**src/rtl/daq_seq_pkg.sv**
```systemverilog
// Package: shared types for the sample-hold and capture sequencer.
// Assumes: a converter result of up to 16 bits and a 2-bit mode select.
package daq_seq_pkg;

    // Recoding applied to the captured word
    typedef enum logic [1:0] {
        MODE_RAW    = 2'd0,
        MODE_OFFSET = 2'd1,
        MODE_TWOS   = 2'd2,
        MODE_CTWOS  = 2'd3
    } recode_e;

    // Sequencer phases
    typedef enum logic [1:0] {
        ST_TRACK = 2'd0,
        ST_START = 2'd1,
        ST_WAIT  = 2'd2,
        ST_CONV  = 2'd3
    } seq_state_e;

endpackage

```
**src/rtl/status_sync.sv**
```systemverilog
// Module: status_sync
// Brings the asynchronous converter busy line into the clock domain and
// derives a synchronised level and a one-cycle falling-edge indication.
// Assumes: STAGES >= 2 for metastability settling.
module status_sync #(
    parameter int STAGES = 2
) (
    input  logic clk,
    input  logic rst_n,
    input  logic status,
    output logic sts_lvl,
    output logic sts_fall
);

    logic [STAGES:0] chain;

    // Shift the raw line through the synchroniser and one extra edge stage
    always_ff @(posedge clk) begin
        if (!rst_n) chain <= '0;
        else        chain <= {chain[STAGES-1:0], status};
    end

    assign sts_lvl  = chain[STAGES-1];
    assign sts_fall = chain[STAGES] & ~chain[STAGES-1];

endmodule

```
**src/rtl/seq_fsm.sv**
```systemverilog
// Module: seq_fsm
// Phase controller: track interval, start pulse, wait for busy, conversion.
// One shared interval counter times every phase. It raises a capture
// request on the busy falling edge and a timeout on a missing or stuck busy.
// Assumes: all interval parameters >= 1.
module seq_fsm
    import daq_seq_pkg::*;
#(
    parameter int START_W   = 7,
    parameter int ACQ_CYC   = 12,
    parameter int BUSY_WAIT = 6,
    parameter int CONV_MAX  = 64
) (
    input  logic clk,
    input  logic rst_n,
    input  logic sts_lvl,
    input  logic sts_fall,
    output logic conv_start,
    output logic hold,
    output logic capture,
    output logic timeout
);

    localparam int MAX_A = (START_W > ACQ_CYC) ? START_W : ACQ_CYC;
    localparam int MAX_B = (BUSY_WAIT > CONV_MAX) ? BUSY_WAIT : CONV_MAX;
    localparam int MAXC  = (MAX_A > MAX_B) ? MAX_A : MAX_B;
    localparam int CW    = $clog2(MAXC + 1);

    localparam logic [CW-1:0] ACQ_LAST  = CW'(ACQ_CYC - 1);
    localparam logic [CW-1:0] START_LAST = CW'(START_W - 1);
    localparam logic [CW-1:0] BUSY_LAST = CW'(BUSY_WAIT - 1);
    localparam logic [CW-1:0] CONV_LAST = CW'(CONV_MAX - 1);

    seq_state_e      state, state_nx;
    logic [CW-1:0]   cnt, cnt_nx;

    // Next-phase and counter decision, plus capture and timeout requests
    always_comb begin
        state_nx = state;
        cnt_nx   = cnt + 1'b1;
        capture  = 1'b0;
        timeout  = 1'b0;
        unique case (state)
            ST_TRACK: if (cnt == ACQ_LAST) begin
                state_nx = ST_START;
                cnt_nx   = '0;
            end
            ST_START: if (cnt == START_LAST) begin
                state_nx = ST_WAIT;
                cnt_nx   = '0;
            end
            ST_WAIT: begin
                if (sts_lvl) begin
                    state_nx = ST_CONV;
                    cnt_nx   = '0;
                end else if (cnt == BUSY_LAST) begin
                    timeout  = 1'b1;
                    state_nx = ST_TRACK;
                    cnt_nx   = '0;
                end
            end
            ST_CONV: begin
                if (sts_fall) begin
                    capture  = 1'b1;
                    state_nx = ST_TRACK;
                    cnt_nx   = '0;
                end else if (cnt == CONV_LAST) begin
                    timeout  = 1'b1;
                    state_nx = ST_TRACK;
                    cnt_nx   = '0;
                end
            end
            default: begin
                state_nx = ST_TRACK;
                cnt_nx   = '0;
            end
        endcase
    end

    // Phase and interval registers
    always_ff @(posedge clk) begin
        if (!rst_n) begin
            state <= ST_TRACK;
            cnt   <= '0;
        end else begin
            state <= state_nx;
            cnt   <= cnt_nx;
        end
    end

    assign conv_start = (state == ST_START);
    assign hold       = (state != ST_TRACK);

endmodule

```
**src/rtl/result_recode.sv**
```systemverilog
// Module: result_recode
// Combinational recoding of the complementary-coded converter word.
// Assumes: W >= 2; the input is negative-true (complementary) coded.
module result_recode
    import daq_seq_pkg::*;
#(
    parameter int W = 16
) (
    input  logic [W-1:0] din,
    input  recode_e      mode,
    output logic [W-1:0] dout
);

    // Select the coding: pass, full invert, invert below MSB, invert MSB only
    always_comb begin
        unique case (mode)
            MODE_RAW:    dout = din;
            MODE_OFFSET: dout = ~din;
            MODE_TWOS:   dout = {din[W-1], ~din[W-2:0]};
            MODE_CTWOS:  dout = {~din[W-1], din[W-2:0]};
            default:     dout = din;
        endcase
    end

endmodule

```
**src/rtl/daq_frontend_seq.sv**
```systemverilog
// Module: daq_frontend_seq (top)
// Sample-hold and result capture sequencer for an SAR converter with a busy
// output. It issues timed convert-start pulses and drives the track/hold line.
// It captures the result on the busy falling edge, recodes it, and counts
// the captured words.
// Assumes: the result bus is stable from before busy falls until the next
// start, which covers the synchroniser delay.
module daq_frontend_seq
    import daq_seq_pkg::*;
#(
    parameter int DATA_W      = 16,
    parameter int START_W     = 7,
    parameter int ACQ_CYC     = 12,
    parameter int BUSY_WAIT   = 6,
    parameter int CONV_MAX    = 64,
    parameter int SYNC_STAGES = 2,
    parameter int CNT_W       = 16
) (
    input  logic              clk,
    input  logic              rst_n,
    input  logic              status,
    input  logic [DATA_W-1:0] conv_data,
    input  logic [1:0]        mode,
    output logic              conv_start,
    output logic              hold,
    output logic [DATA_W-1:0] data_word,
    output logic              data_valid,
    output logic [CNT_W-1:0]  sample_count,
    output logic              err
);

    logic              sts_lvl, sts_fall;
    logic              capture, timeout;
    logic [DATA_W-1:0] recoded;

    status_sync #(.STAGES(SYNC_STAGES)) u_sync (
        .clk      (clk),
        .rst_n    (rst_n),
        .status   (status),
        .sts_lvl  (sts_lvl),
        .sts_fall (sts_fall)
    );

    seq_fsm #(
        .START_W   (START_W),
        .ACQ_CYC   (ACQ_CYC),
        .BUSY_WAIT (BUSY_WAIT),
        .CONV_MAX  (CONV_MAX)
    ) u_fsm (
        .clk        (clk),
        .rst_n      (rst_n),
        .sts_lvl    (sts_lvl),
        .sts_fall   (sts_fall),
        .conv_start (conv_start),
        .hold       (hold),
        .capture    (capture),
        .timeout    (timeout)
    );

    result_recode #(.W(DATA_W)) u_recode (
        .din  (conv_data),
        .mode (recode_e'(mode)),
        .dout (recoded)
    );

    // Result register, strobe, throughput counter and error pulse
    always_ff @(posedge clk) begin
        if (!rst_n) begin
            data_word    <= '0;
            data_valid   <= 1'b0;
            sample_count <= '0;
            err          <= 1'b0;
        end else begin
            data_valid <= capture;
            err        <= timeout;
            if (capture) begin
                data_word    <= recoded;
                sample_count <= sample_count + 1'b1;
            end
        end
    end

endmodule

```
**config.mk**
```make
export PLATFORM = sky130hd
export DESIGN_NAME = daq_frontend_seq
export DESIGN_NICKNAME = d
export VERILOG_FILES = /design/src/rtl/daq_seq_pkg.sv /design/src/rtl/status_sync.sv /design/src/rtl/seq_fsm.sv /design/src/rtl/result_recode.sv /design/src/rtl/daq_frontend_seq.sv
export SDC_FILE = /design/constraint.sdc
export NUM_CORES = 1
export LEC_CHECK = 0
export BUFFER_PORTS_ARGS = -buffer_cell sky130_fd_sc_hd__buf_4
export CAP_MARGIN = 20
export CORE_ASPECT_RATIO = 0.9
export CORE_MARGIN = 1.5
export CORE_UTILIZATION = 35
export DETAILED_ROUTE_END_ITERATION = 10
export HOLD_SLACK_MARGIN = 0.12
export SYNTH_ARGS = -nofsm -noshare
export SYNTH_HDL_FRONTEND = slang
export SYNTH_SLANG_ARGS = --single-unit
```
**constraint.sdc**
```tcl
create_clock -name clk -period 1.6 [get_ports clk]
set_input_delay 0.16 -clock clk [delete_from_list [all_inputs] [get_ports clk]]
set_output_delay 0.16 -clock clk [all_outputs]
set_load 0.01 [all_outputs]
```
# Word-level counts from Yosys, hierarchy flattened
# Index checks and enable logic that the tools add are counted.
# word_totals
reg_bits	46
out_inout_bits	36
word_cells	54
# classes
n_eq_ne	14
mux	22
n_bitwise	5
n_addsub	2
n_reduce_logical	4
# op_table
op	n
one-hot mux 16 bit (4 select lines)	1
two-way mux 7 bit	6
one-hot mux 7 bit (4 select lines)	1
adder 16 x 1 -> 16 bit (second input constant)	1
inverter 16 bit	1
inverter 15 bit	1
equality test 7 x 3 -> 1 bit (second input constant)	2
two-way mux 2 bit	6
equality test 2 bit (second input constant)	4
one-hot mux 2 bit (4 select lines)	1
adder 7 x 1 -> 7 bit (second input constant)	1
equality test 7 x 4 -> 1 bit (second input constant)	1
equality test 7 x 6 -> 1 bit (second input constant)	1
two-way mux 1 bit	6
!= test 3 x 2 -> 1 bit (second input constant)	2
equality test 2 x 1 -> 1 bit (second input constant)	2
logical NOT 2 bit	2
!= test 2 x 1 -> 1 bit (second input constant)	2
AND reduction 4 bit	1
inverter 1 bit	2
one-hot mux 1 bit (2 select lines)	1
nonzero test 2 bit	1
bitwise AND 1 bit	1

# Logic depth before layout (Yosys ltp)
# Gate-level depths: netlist (run 1).
# depth
depth_word	4
mapped_depth	6
mapped_depth_nobuf	6

# Cells and area by module
# From an unflattened synthesis (run 1), not the netlist that was laid out.
# hier_totals
hier_cells	235
hier_area_um2	2479.9
# by_module_without_submodules
mod	cells_each	instances	area_each_um2
daq_frontend_seq	137	1	1336.3
seq_fsm	71	1	621.8
result_recode	20	1	432.9
status_sync	7	1	88.8

# Worst setup path after synthesis (run 1)
# Ideal clock, no wire load.
# synth_timing
kind	register -> register
start	register u_fsm.cnt[0]
end	register u_fsm.cnt[0]
arrival_time_ps	1551
setup_ps	139
path_stages_with_launch	6
slack_ps	-90
path_cell_list	dfxtp_1 -> ha_1 -> nand3_1 -> nor3_1 -> a2bb2oi_1 -> a211oi_1
# synth_via
elab_chain_len	4
elab_cells_between_ends	12
# synth_lines
element	line	rtl
start, declared	seq_fsm.sv:35	logic [CW-1:0] cnt, cnt_nx;
start signal, assigned	seq_fsm.sv:87	cnt <= cnt_nx;
adder 7 x 1 -> 7 bit (tied with other cells)	seq_fsm.sv:40	cnt_nx = cnt + 1'b1;
two-way mux 7 bit (on tied branches)	seq_fsm.sv:67, seq_fsm.sv:56	
two-way mux 7 bit (on tied branches)	seq_fsm.sv:63, seq_fsm.sv:53	
one-hot mux 7 bit (4 select lines) *	seq_fsm.sv:43	unique case (state)
# Every way passes the cells marked *; elsewhere a longest branch is shown, timed or not.
# A chain may end at the register's enable or synchronous reset.

# Worst setup path after layout (run 1)
# layout_timing
start	register sample_count[0]
end	register sample_count[12]
# layout_via
elab_chain_len	1
# layout_lines
element	line	rtl
start, declared	daq_frontend_seq.sv:28	output logic [CNT_W-1:0] sample_count,
start signal, assigned	daq_frontend_seq.sv:78	sample_count <= sample_count + 1'b1;
adder 16 x 1 -> 16 bit	daq_frontend_seq.sv:78	
# Every way passes these cells.

==> key figures, run 1 <==
Status
  • Status: complete, but fails checks
  • Failing checks: DRC

GRT
  • GRT Util Overall: 15.4%
  • Initial antenna violation count: 0
  • Gr ovfl total: 0
  • Vias in the first global route: 1,749
  • First-pass GRT wire length: 8190 um
  • Largest net degree at the start of global routing: 20

Logic synthesis
  • Post-synthesis sequential area ratio: 43.5%
  • Cell variety after synth: 39
  • Synth Instances: 245
  • Post-synthesis register bit count: 46
  • Avg Inst Size Synth: 8.65 um^2
  • Synthesized area: 0.00212 mm^2
  • Warnings, synthesis: 0
  • Net Count, Synth: 270

Route
  • DR vias: 1,979
  • DRT Pass-1 Iters: 7
  • DRT iter0 DRCs: 65
  • Per-cell routed wire length: 12.3 um
  • Vias per inst: 4.98
  • ANT nets after route: 0
  • Final wirelength: 4880 um
  • DRC: 2

Pwr
  • Comb power frac: 8.1%
  • Power share of the clock group: 34.6%
  • Static leakage: 1.21 nW
  • Sequential power share: 57.3%
  • Sw frac: 23.6%
  • PwrDens: 691 mW/mm^2
  • VDD IR max: 0.000339 V
  • Power Internal: 0.00155 W
  • Sw power: 0.000477 W

Timing
  • Hold Vio Cnt, Final: 0
  • Crit share post-route: 96.0%
  • Worst Tran Pin Value: 399 ps
  • Slew HR: 73.4%
  • Max Slew Vio Count: 0
  • Skew final: 6.06 ps
  • Fmax: 651 MHz
  • Final min period: 1540 ps
  • Final setup fails: 0
  • Final hold slack: 149 ps

Finish
  • Final core occ: 50.9%
  • Area delta synth->final: 38.5%
  • Share of cells above drive strength 1: 33.6%
  • Most common cell after layout, fill and taps aside: buf_4
  • Ant. Diodes: 0
  • Most frequent cells in the layout: 84 x buf_4, 39 x nand2_1, 38 x dfxtp_1, 27 x a21oi_1, 21 x xor2_1
  • Net count, final: 351
  • Fill count: 562

Clock network
  • CTS tree: done
  • Post-CTS setup buffer count: 0
  • Clock root buffer: clkbuf_8
  • Clk sinks: 46
  • H-tree depth: 2
  • Number of clock buffers inserted by TritonCTS: 5
  • Clock transition at path regs: 90 ps
  • Worst-case clock buffer depth: 2
  • Worst skew pair latency: 290 ps

Die
  • Standard-cell rows: 26
  • Core area: 0.00576 mm^2
  • # IOs: 57
  • Die area: 0.00653 mm^2
  • Die height: 76.8 um
  • DIE WIDTH: 85.0 um
  • Initial core utilization: 36.8%

Worst setup path
  • WP data required: 1830 ps
  • Crit-path max FO: 5
  • CP Class: reg -> reg
  • Critical Path AT: 1770 ps
  • Endpoint class of the critical path: flop
  • Setup crit start kind: flop

Place
  • # port buffers: 56
  • Final GP Congestion: 0.791
  • Post-DP HPWL: 3520 um

Hold path
  • Hold Path Class: in -> reg

Run
  • Max cap viols: 0
critical path, cell delays in order (launching register included):
cell and delay, ps:
dfxtp_4 370, ha_2 170, and4_4 230, nand2_4 60, or4_1 500, a21oi_1 140
layer usage:
layer,track usage [%],wire (um),up-vias
li1,-,-,1013
met1,19.6,2260,921
met2,25.9,2360,41
met3,3.98,219,4
met4,3.93,42,0
met5,0,0,-
logic make-up (layout without fill, tap and decap cells):
logic type / Yosys count / in the layout / share of synthesized area (%)
DFF: 46 / 46 / 43.5
and+or+nand+nor: 94 / 94 / 22.2
muxes: 1 / 1 / 0.532
buffers and inverters: 20 / 102 / 4.37
xor gates and xnor gates: 28 / 28 / 11.6
adders and majority gates: 4 / 4 / 2.36
AOI/OAI and AO/OA: 52 / 52 / 15.5
power by group through the flow:
stage | combinational (W) | sequential (W) | clock (W)
floorplan | 0.0000887 | 0.00119 | 0
global placement | 0.000159 | 0.00119 | 0
detailed placement | 0.000160 | 0.00119 | 0
CTS | 0.000166 | 0.00116 | 0.000735
global route | 0.000184 | 0.00116 | 0.000786
finish | 0.000164 | 0.00116 | 0.000701
path summary, 6_finish.rpt:
path	startpoint	endpoint	slack [ps]	cells past startpoint
setup / recovery	sample_count[0]	sample_count[12]	60	5
hold / removal	conv_data[15]	data_word[15]	150	3
hold reg to reg	u_fsm.cnt[0]	u_fsm.cnt[0]	430	1
setup reg to reg	sample_count[0]	sample_count[12]	60	5
state kept, by name (all words and copies together), names as in the netlist:
register	flops
data_valid	1
err	1
sample_count	16
data_word	16
u_fsm.state	2
u_fsm.cnt	7
u_sync.chain	3
synthesized netlist by cell type:
library cell  count  area, um^2
buf_4             2        15.0
a2bb2oi_1         1        8.76
inv_1             7        26.3
and3b_1           1        8.76
nand4b_1          2        17.5
or2_1             1        6.26
a221oi_1          1        8.76
nand2_1          40         150
xnor2_1           7        61.3
mux2_2            1        11.3
a31o_2            1        8.76
or4_1             5        37.5
o21ai_0           4        20.0
ha_1              4        50.1
nor2b_1           1        6.26
and3_1            3        18.8
xor2_1           21         184
clkbuf_1          8        30.0
and2_1            4        25.0
a211oi_1          7        52.6
a21boi_0          1        7.51
nand2b_1          2        12.5
nor3_1            4        20.0
o21a_1            1        7.51
buf_2             2        10.0
o31ai_1           6        45.0
nand4_1           1        6.26
buf_6             1        11.3
and4_1            2        17.5
nand3_1          10        50.1
a21oi_1          27         135
and4b_1           2        20.0
a32oi_1           1        8.76
dfxtp_1          46         921
nor2_1           11        41.3
a2bb2oi_2         1        15.0
or3_1             4        25.0
nor3b_1           1        7.51
o211a_1           1        10.0
through the flow:
step / instances / worst slack (ps) / setup TNS, ps / cell area, um^2 / power, W
5_1_grt: 397 / -5.84 / -5.84 / 2930 / 0.00213
3_5_place_dp: 386 / 27.4 / 0 / 2780 / 0.00135
3_3_place_gp: 386 / 60.2 / 0 / 2780 / 0.00135
6_report: 397 / 64.2 / 0 / 2930 / 0.00203
4_1_cts: 397 / 16.3 / 0 / 2900 / 0.00206
2_1_floorplan: 245 / 5.56 / 0 / 2130 / 0.00128
repair_timing:
| item | in CTS | in global routing |
|---|---|---|
| gates cloned | 0 | 0 |
| pin swaps | 0 | 3 |
| endpoints found under the hold margin | 2 | 0 |
| gates resized for setup | 1 | 12 |
| setup endpoints to repair | 1 | 17 |
| hold buffers | 3 | 0 |
cell type report:
type,instances,area (um^2),area share (%)
clock buffer,6,72.6,2.47
clock inverter,2,13.8,0.469
inverter,7,26.3,0.896
multi-input combinational,179,1140,38.8
sequential,46,933,31.8
tap,70,87.6,2.99
timing repair buffer,87,661,22.5
Note: power is estimated with default switching activity, not from simulation.
==> run 2, diff against run 1 <==
--- a/config.mk
+++ b/config.mk
@@ -14,4 +14,5 @@
 export HOLD_SLACK_MARGIN = 0.12
 export SYNTH_ARGS = -nofsm -noshare
 export SYNTH_HDL_FRONTEND = slang
+export SYNTH_HIERARCHICAL = 1
 export SYNTH_SLANG_ARGS = --single-unit
==> run 2 against run 1 <==
Compared with the run above:
- the flow now finishes without violations
- synthesized cell count fell by 4.1%
- cell area increased by 8.6%
- clock-buffer cell count decreased by 1
- area after synthesis increased by 17%
- setup slack gained 29 ps
- clock power increased by 4.7%
- core utilization is 3.6 points lower
- routed wire length increased by 5.3%
- critical path depth up 2
- die area increased by 16%
- sequential power is essentially flat
- sequential share of layout area down 2.7 points
- largest power group unchanged
- highest routed layer unchanged
==> key figures, run 2 <==
Logic synthesis
  • Top post-synthesis cells by area: dfxtp_1 37%, xor3_1 9.6%, mux2i_1 8.5%
  • Area leader, netlist: dfxtp_1
  • XOR/XNOR share of the synthesized area: 20.8% (+9.2 points)
  • Asr flop ratio synth: 0% (unchanged)
  • Synthesized area: 0.00248 mm^2 (+17%)
  • Avg Inst Size Synth: 10.6 um^2 (+22%)
  • Mux contribution to synthesized area: 8.48% (+7.9 points)
  • Synth top cells by count: 46 x dfxtp_1, 35 x nor2_1, 21 x mux2i_1
  • Simple-gate share of the synthesized area: 22.6% (+0.34 points)
  • Post-synthesis sequential area ratio: 37.1% (-6.3 points)
  • Net Count, Synth: 260 (-3.7%)
  • Post-synthesis adder-cell area fraction: 2.02% (-0.34 points)
  • Post-synthesis register bit count: 46 (unchanged)
  • Cell variety after synth: 47 (+21%)
  • Synth Area in Compound Gates: 4.39% (-11 points)
  • Post-synth top area share: 37.1% (-6.3 points)
  • Warnings, synthesis: 6 (+6)
  • Synth Instances: 235 (-4.1%)
  • Most common flop cell mapped by yosys: dfxtp_1
  • Largest family of logic cells by synthesized area: simple AND/OR/NAND/NOR gates
  • Most instantiated library cell after synthesis: dfxtp_1
  • Number of synthesized flops with an enable pin: 0 (unchanged)

Timing
  • Max Slew Vio Count: 0 (unchanged)
  • Fmax: 664 MHz (+1.9%)
  • Slew HR: 67.9% (-5.5 points)
  • Setup TNS: 0 ps (unchanged)
  • Worst Tran Pin Value: 481 ps (+82.3 ps)
  • RSZ-0062 raised after global routing: no
  • Skew final: 11.6 ps (+5.49 ps)
  • Final setup fails: 0 (unchanged)
  • Crit share post-route: 94.2% (-1.8 points)
  • Hold Vio Cnt, Final: 0 (unchanged)
  • Final min period: 1510 ps (-28.9 ps)

Worst setup path
  • WP data required: 1820 ps (about the same)
  • CP Class: reg -> reg
  • CP max stage cell: dfxtp_2
  • Setup crit start kind: flop
  • Endpoint class of the critical path: flop
  • Critical Path AT: 1730 ps (-40 ps)
  • CP bufs+invs: 2 (+2)
  • CP cell instances: inv_1, ha_1, and4b_1, o21ai_2, a32oi_2, buf_4, nor3b_1
  • CP top delay family: simple AND/OR/NAND/NOR gates
  • CP max stage delay: 360 ps (-140 ps)
  • Crit-path max FO: 6 (+1)
  • R2r setup slk: 90 ps (+30 ps)

Finish
  • Most common cell after layout, fill and taps aside: buf_4
  • Share of cells above drive strength 1: 34.3% (+0.68 points)
  • Ant. Diodes: 0 (unchanged)
  • Most frequent cells in the layout: 72 x buf_4, 42 x dfxtp_1, 35 x nor2_1, 21 x mux2i_1, 14 x nand2_1
  • Biggest regs: data_word x16, sample_count x16, u_fsm/cnt x7
  • Net count, final: 327 (-6.8%)
  • Final instance count without filler cells: 393 (-1.0%)
  • Area delta synth->final: 28.4%

Run
  • Max cap viols: 0 (unchanged)

Place
  • Post-DP HPWL: 3750 um (+6.4%)
  • # port buffers: 56 (unchanged)
  • Cells after DPL: 384 (-0.52%)
  • Final GP Congestion: 0.802 (+1.4%)

Clock network
  • Number of clock buffers inserted by TritonCTS: 5 (unchanged)
  • Clk sinks: 46 (unchanged)
  • Worst-case clock buffer depth: 2 (unchanged)
  • Clock root buffer: clkbuf_8
  • Clock transition at path regs: 90 ps (about the same)
  • Worst skew pair latency: 300 ps (about the same)
  • CTS tree: done
  • H-tree depth: 2 (unchanged)

GRT
  • GRT Util Overall: 14.2% (-1.3 points)
  • Largest net degree at the start of global routing: 29 (+45%)
  • First-pass GRT wire length: 8700 um (+6.2%)
  • Initial antenna violation count: 0 (unchanged)
  • Vias in the first global route: 1,818 (+3.9%)
  • Gr ovfl total: 0 (unchanged)

Route
  • DR vias: 1,826 (-7.7%)
  • Wire length on met2: 2200 um (-6.7%)
  • Max Used Layer: met4
  • DRC: 0 (-2)
  • M1 WL: 2600 um (+15%)
  • Vias per inst: 4.65 (-6.8%)
  • ANT nets after route: 0 (unchanged)
  • DRT Pass-1 Iters: 4 (-3)
  • Final wirelength: 5140 um (+5.3%)
  • DRT iter0 DRCs: 67 (+3.1%)
  • Per-cell routed wire length: 13.1 um (+6.3%)
  • Met3 WL: 298 um (+36%)

Die
  • Initial core utilization: 36.9% (+0.079 points)
  • Die area: 0.00760 mm^2 (+16%)
  • DIE WIDTH: 91.7 um (+7.9%)
  • # IOs: 57 (unchanged)
  • Core area: 0.00673 mm^2 (+17%)
  • Standard-cell rows: 28 (+7.7%)
  • Die height: 82.9 um (+7.9%)

Pwr
  • VDD IR max: 0.000395 V (+17%)
  • PwrDens: 673 mW/mm^2 (-2.5%)
  • Static leakage: 1.44 nW (+19%)

Hold path
  • Hold Path Class: in -> reg

Status
  • Status: finished clean
==> run 2: path summary, 6_finish.rpt <==
path | startpoint | to | depth (start not counted)
hold / removal | rst_n | u_fsm/state[1] | 2
setup reg to reg | u_fsm/cnt[0] | u_fsm/cnt[6] | 7
setup / recovery | u_fsm/cnt[0] | u_fsm/cnt[6] | 7
hold reg to reg | u_sync/chain[0] | u_sync/chain[1] | 1
==> run 2: what timing repair did <==
item | in CTS | in global routing
endpoints found under the hold margin | 1 | 0
setup buffers | 0 | 0
endpoints found under the setup margin | 1 | 31
hold buffers | 1 | 0
pin swaps | 0 | 0
resized for setup | 1 | 8
==> run 2: kinds of logic (layout without fill, tap and decap cells) <==
group,Yosys count,count (layout)
buffers and inverters,19,87
multiplexers,21,21
adder cells (fa/ha/maj),4,4
AO/OA/AOI/OAI,14,14
XOR/XNOR,31,31
AND/OR/NAND/NOR,100,100
flip-flops,46,46
==> run 2: area by class of cell <==
cell class                      instances  area (um^2)
Fill cell                             669         3540
Tap cell                               90          113
Inverter                                5         18.8
Clock buffer                            5         68.8
Timing Repair Buffer                   74          571
Clock inverter                          3         25.0
Multi-Input combinational cell        170         1460
Sequential cell                        46          926
==> run 2: power by group <==
group / internal (W) / switching [W] / total (W)
Combinational: 0.000167 / 0.0000778 / 0.000244
Clock: 0.000316 / 0.000419 / 0.000734
Sequential: 0.00115 / 0.0000101 / 0.00116
==> run 2: through the flow <==
stage | hold slack (ps) | area [um^2] | total power [W] | utilization [%] | setup slack (ps)
after floorplan | 270 | 2480 | 0.00137 | - | 19.6
after CTS | 201 | 3160 | 0.00218 | 47.0 | 2.28
after global placement | 363 | 3060 | 0.00143 | 45.4 | 34.8
after global routing | 211 | 3180 | 0.00226 | 47.3 | 0.425
final | 212 | 3180 | 0.00214 | 47.3 | 93.1
after detailed placement | 368 | 3060 | 0.00143 | 45.4 | 13.1
==> run 2: worst reg2reg max path, cell delays in order, from the launching register on <==
cell	delay, ps
dfxtp_2	360
inv_1	50
ha_1	190
and4b_1	210
o21ai_2	150
a32oi_2	120
buf_4	180
nor3b_1	180
==> run 2: metal layers <==
| layer | track usage [%] | vias to the layer above |
|---|---|---|
| met5 | 0 | - |
| met4 | 4.20 | 0 |
| met3 | 4.21 | 2 |
| met2 | 21.7 | 44 |
| met1 | 19.2 | 839 |
| li1 | - | 941 |
==> run 3, diff against run 2 <==
--- a/config.mk
+++ b/config.mk
@@ -9,7 +9,7 @@
 export CAP_MARGIN = 20
 export CORE_ASPECT_RATIO = 0.9
 export CORE_MARGIN = 1.5
-export CORE_UTILIZATION = 35
+export CORE_UTILIZATION = 40
 export DETAILED_ROUTE_END_ITERATION = 10
 export HOLD_SLACK_MARGIN = 0.12
 export SYNTH_ARGS = -nofsm -noshare
==> run 3 against run 2 <==
Compared with the run above:
- worst hold slack got worse by 1.4 ps
- critical path type unchanged
- die area fell by 12%
- setup slack got worse by 8.1 ps
- sequential share of layout area rose by 0.070 points
- clock-buffer cell count did not move
- first-iteration DRC count fell by 13%
==> key figures, run 3 (synthesis results as in run 2) <==
Worst setup path
  • Critical Path AT: 1710 ps (-20 ps)
  • Endpoint class of the critical path: flop
  • WP data required: 1800 ps (-20 ps)
  • CP Class: reg -> reg
  • Crit-path max FO: 6 (unchanged)
  • Setup crit start kind: flop

Place
  • Final GP Congestion: 0.814 (+1.5%)
  • Total placed instance area: 0.00303 mm^2 (-0.98%)
  • # port buffers: 56 (unchanged)
  • Post-DP HPWL: 3470 um (-7.4%)

Run
  • Max cap viols: 0 (unchanged)

Die
  • Standard-cell rows: 27 (-3.6%)
  • Die height: 77.7 um (-6.2%)
  • DIE WIDTH: 86.0 um (-6.2%)
  • Initial core utilization: 41.0% (+4.1 points)
  • Die area: 0.00668 mm^2 (-12%)
  • # IOs: 57 (unchanged)
  • Core area: 0.00605 mm^2 (-10%)

Timing
  • Skew final: 11.2 ps (-0.333 ps)
  • Fmax: 660 MHz (-0.53%)
  • Max Slew Vio Count: 0 (unchanged)
  • Hold Vio Cnt, Final: 0 (unchanged)
  • Final setup fails: 0 (unchanged)
  • Worst Tran Pin Value: 481 ps (-0.604 ps)
  • RSZ-0062 raised after global routing: no
  • Final min period: 1510 ps (+8.07 ps)
  • Setup TNS: 0 ps (unchanged)
  • Final hold slack: 210 ps (-1.42 ps)
  • Crit share post-route: 94.7% (+0.50 points)
  • Slew HR: 67.9% (about the same)

Pwr
  • Static leakage: 1.46 nW (+0.99%)
  • PwrDens: 722 mW/mm^2 (+7.2%)
  • VDD IR max: 0.000362 V (-8.5%)

GRT
  • Initial antenna violation count: 0 (unchanged)
  • Met1 global-route usage: 20.1% (+0.82 points)
  • Gr ovfl total: 0 (unchanged)
  • GRT met3 Usage: 3.40% (-0.81 points)
  • GRT Util Overall: 14.8% (+0.67 points)
  • Largest net degree at the start of global routing: 29 (unchanged)
  • M2 GR Usage: 23.1% (+1.4 points)
  • Vias in the first global route: 1,645 (-9.5%)
  • Gr busiest metal: met2
  • First-pass GRT wire length: 7800 um (-10%)

Finish
  • Finished layout cell area: 0.00317 mm^2 (-0.51%)
  • Share of cells above drive strength 1: 33.0% (-1.3 points)
  • Ant. Diodes: 0 (unchanged)
  • Biggest regs: data_word x16, sample_count x16, u_fsm/cnt x7
  • Most common cell after layout, fill and taps aside: buf_4
  • Net count, final: 327 (unchanged)
  • Most frequent cells in the layout: 72 x buf_4, 44 x dfxtp_1, 35 x nor2_1, 21 x mux2i_1, 14 x nand2_1
  • Area delta synth->final: 27.7%

Route
  • ANT nets after route: 0 (unchanged)
  • Final wirelength: 4920 um (-4.3%)
  • DR vias: 1,859 (+1.8%)
  • DRT iter0 DRCs: 58 (-13%)
  • Vias per inst: 4.96 (+6.7%)
  • DRC: 0 (unchanged)
  • Per-cell routed wire length: 13.1 um (+0.29%)
  • DRT Pass-1 Iters: 4 (unchanged)

Clock network
  • Clock root buffer: clkbuf_8
  • H-tree depth: 2 (unchanged)
  • CTS tree: done
  • Worst skew pair latency: 300 ps (about the same)
  • Clock transition at path regs: 90 ps (about the same)
  • Number of clock buffers inserted by TritonCTS: 5 (unchanged)
  • Worst-case clock buffer depth: 2 (unchanged)
  • Clk sinks: 46 (unchanged)

Status
  • Status: finished clean

Hold path
  • Hold Path Class: in -> reg
==> run 3: worst paths after layout <==
kind	slack, ps	startpoint	end	cells after the start
setup reg to reg	90	u_fsm/state[0]	sample_count[14]	5
hold reg to reg	440	u_sync/chain[0]	u_sync/chain[1]	1
hold / removal	210	conv_data[15]	data_word[15]	4
setup / recovery	90	u_fsm/state[0]	sample_count[14]	5
==> run 3: routing by layer <==
metal / wire length [um] / part of all wire (%)
met2: 2190 / 44
met1: 2350 / 48
met4: 64 / 1.3
met3: 313 / 6.4
met5: 0 / 0
==> run 3: through the flow <==
step	power (W)	utilization, %	setup slack, ps	cells
after floorplan	0.00137	-	19.6	235
after global placement	0.00143	50.1	83.7	365
after detailed placement	0.00143	50.1	32.0	365
after CTS	0.00232	52.1	27.3	374
after global routing	0.00239	52.4	3.56	375
final	0.00229	52.4	85.0	375
==> run 3: repair_timing <==
| action | 4_1_cts | 5_1_grt |
|---|---|---|
| setup buffers | 0 | 1 |
| endpoints found under the hold margin | 1 | 0 |
| setup endpoints to repair | 0 | 10 |
| hold buffers | 1 | 0 |
| gates resized for setup | 0 | 5 |
==> run 3: worst max-delay path: stages (launching register included) <==
cell and delay (ps):
dfxtp_1 470, and3_1 220, and4_4 250, and4_4 230, nand3_1 100, mux2i_1 140
==> run 3: report_power, final <==
group | switching, W | internal [W]
clock | 0.000413 | 0.000468
combinational | 0.0000751 | 0.000165
sequential | 0.0000104 | 0.00115
total | 0.000499 | 0.00179
==> run 3: area by class of cell <==
class	instances	area (um^2)
Clock buffer	5	68.8
Sequential cell	46	923
Inverter	5	18.8
Tap cell	72	90.1
Multi-Input combinational cell	170	1450
Fill cell	584	2880
Timing Repair Buffer	74	571
Clock inverter	3	43.8
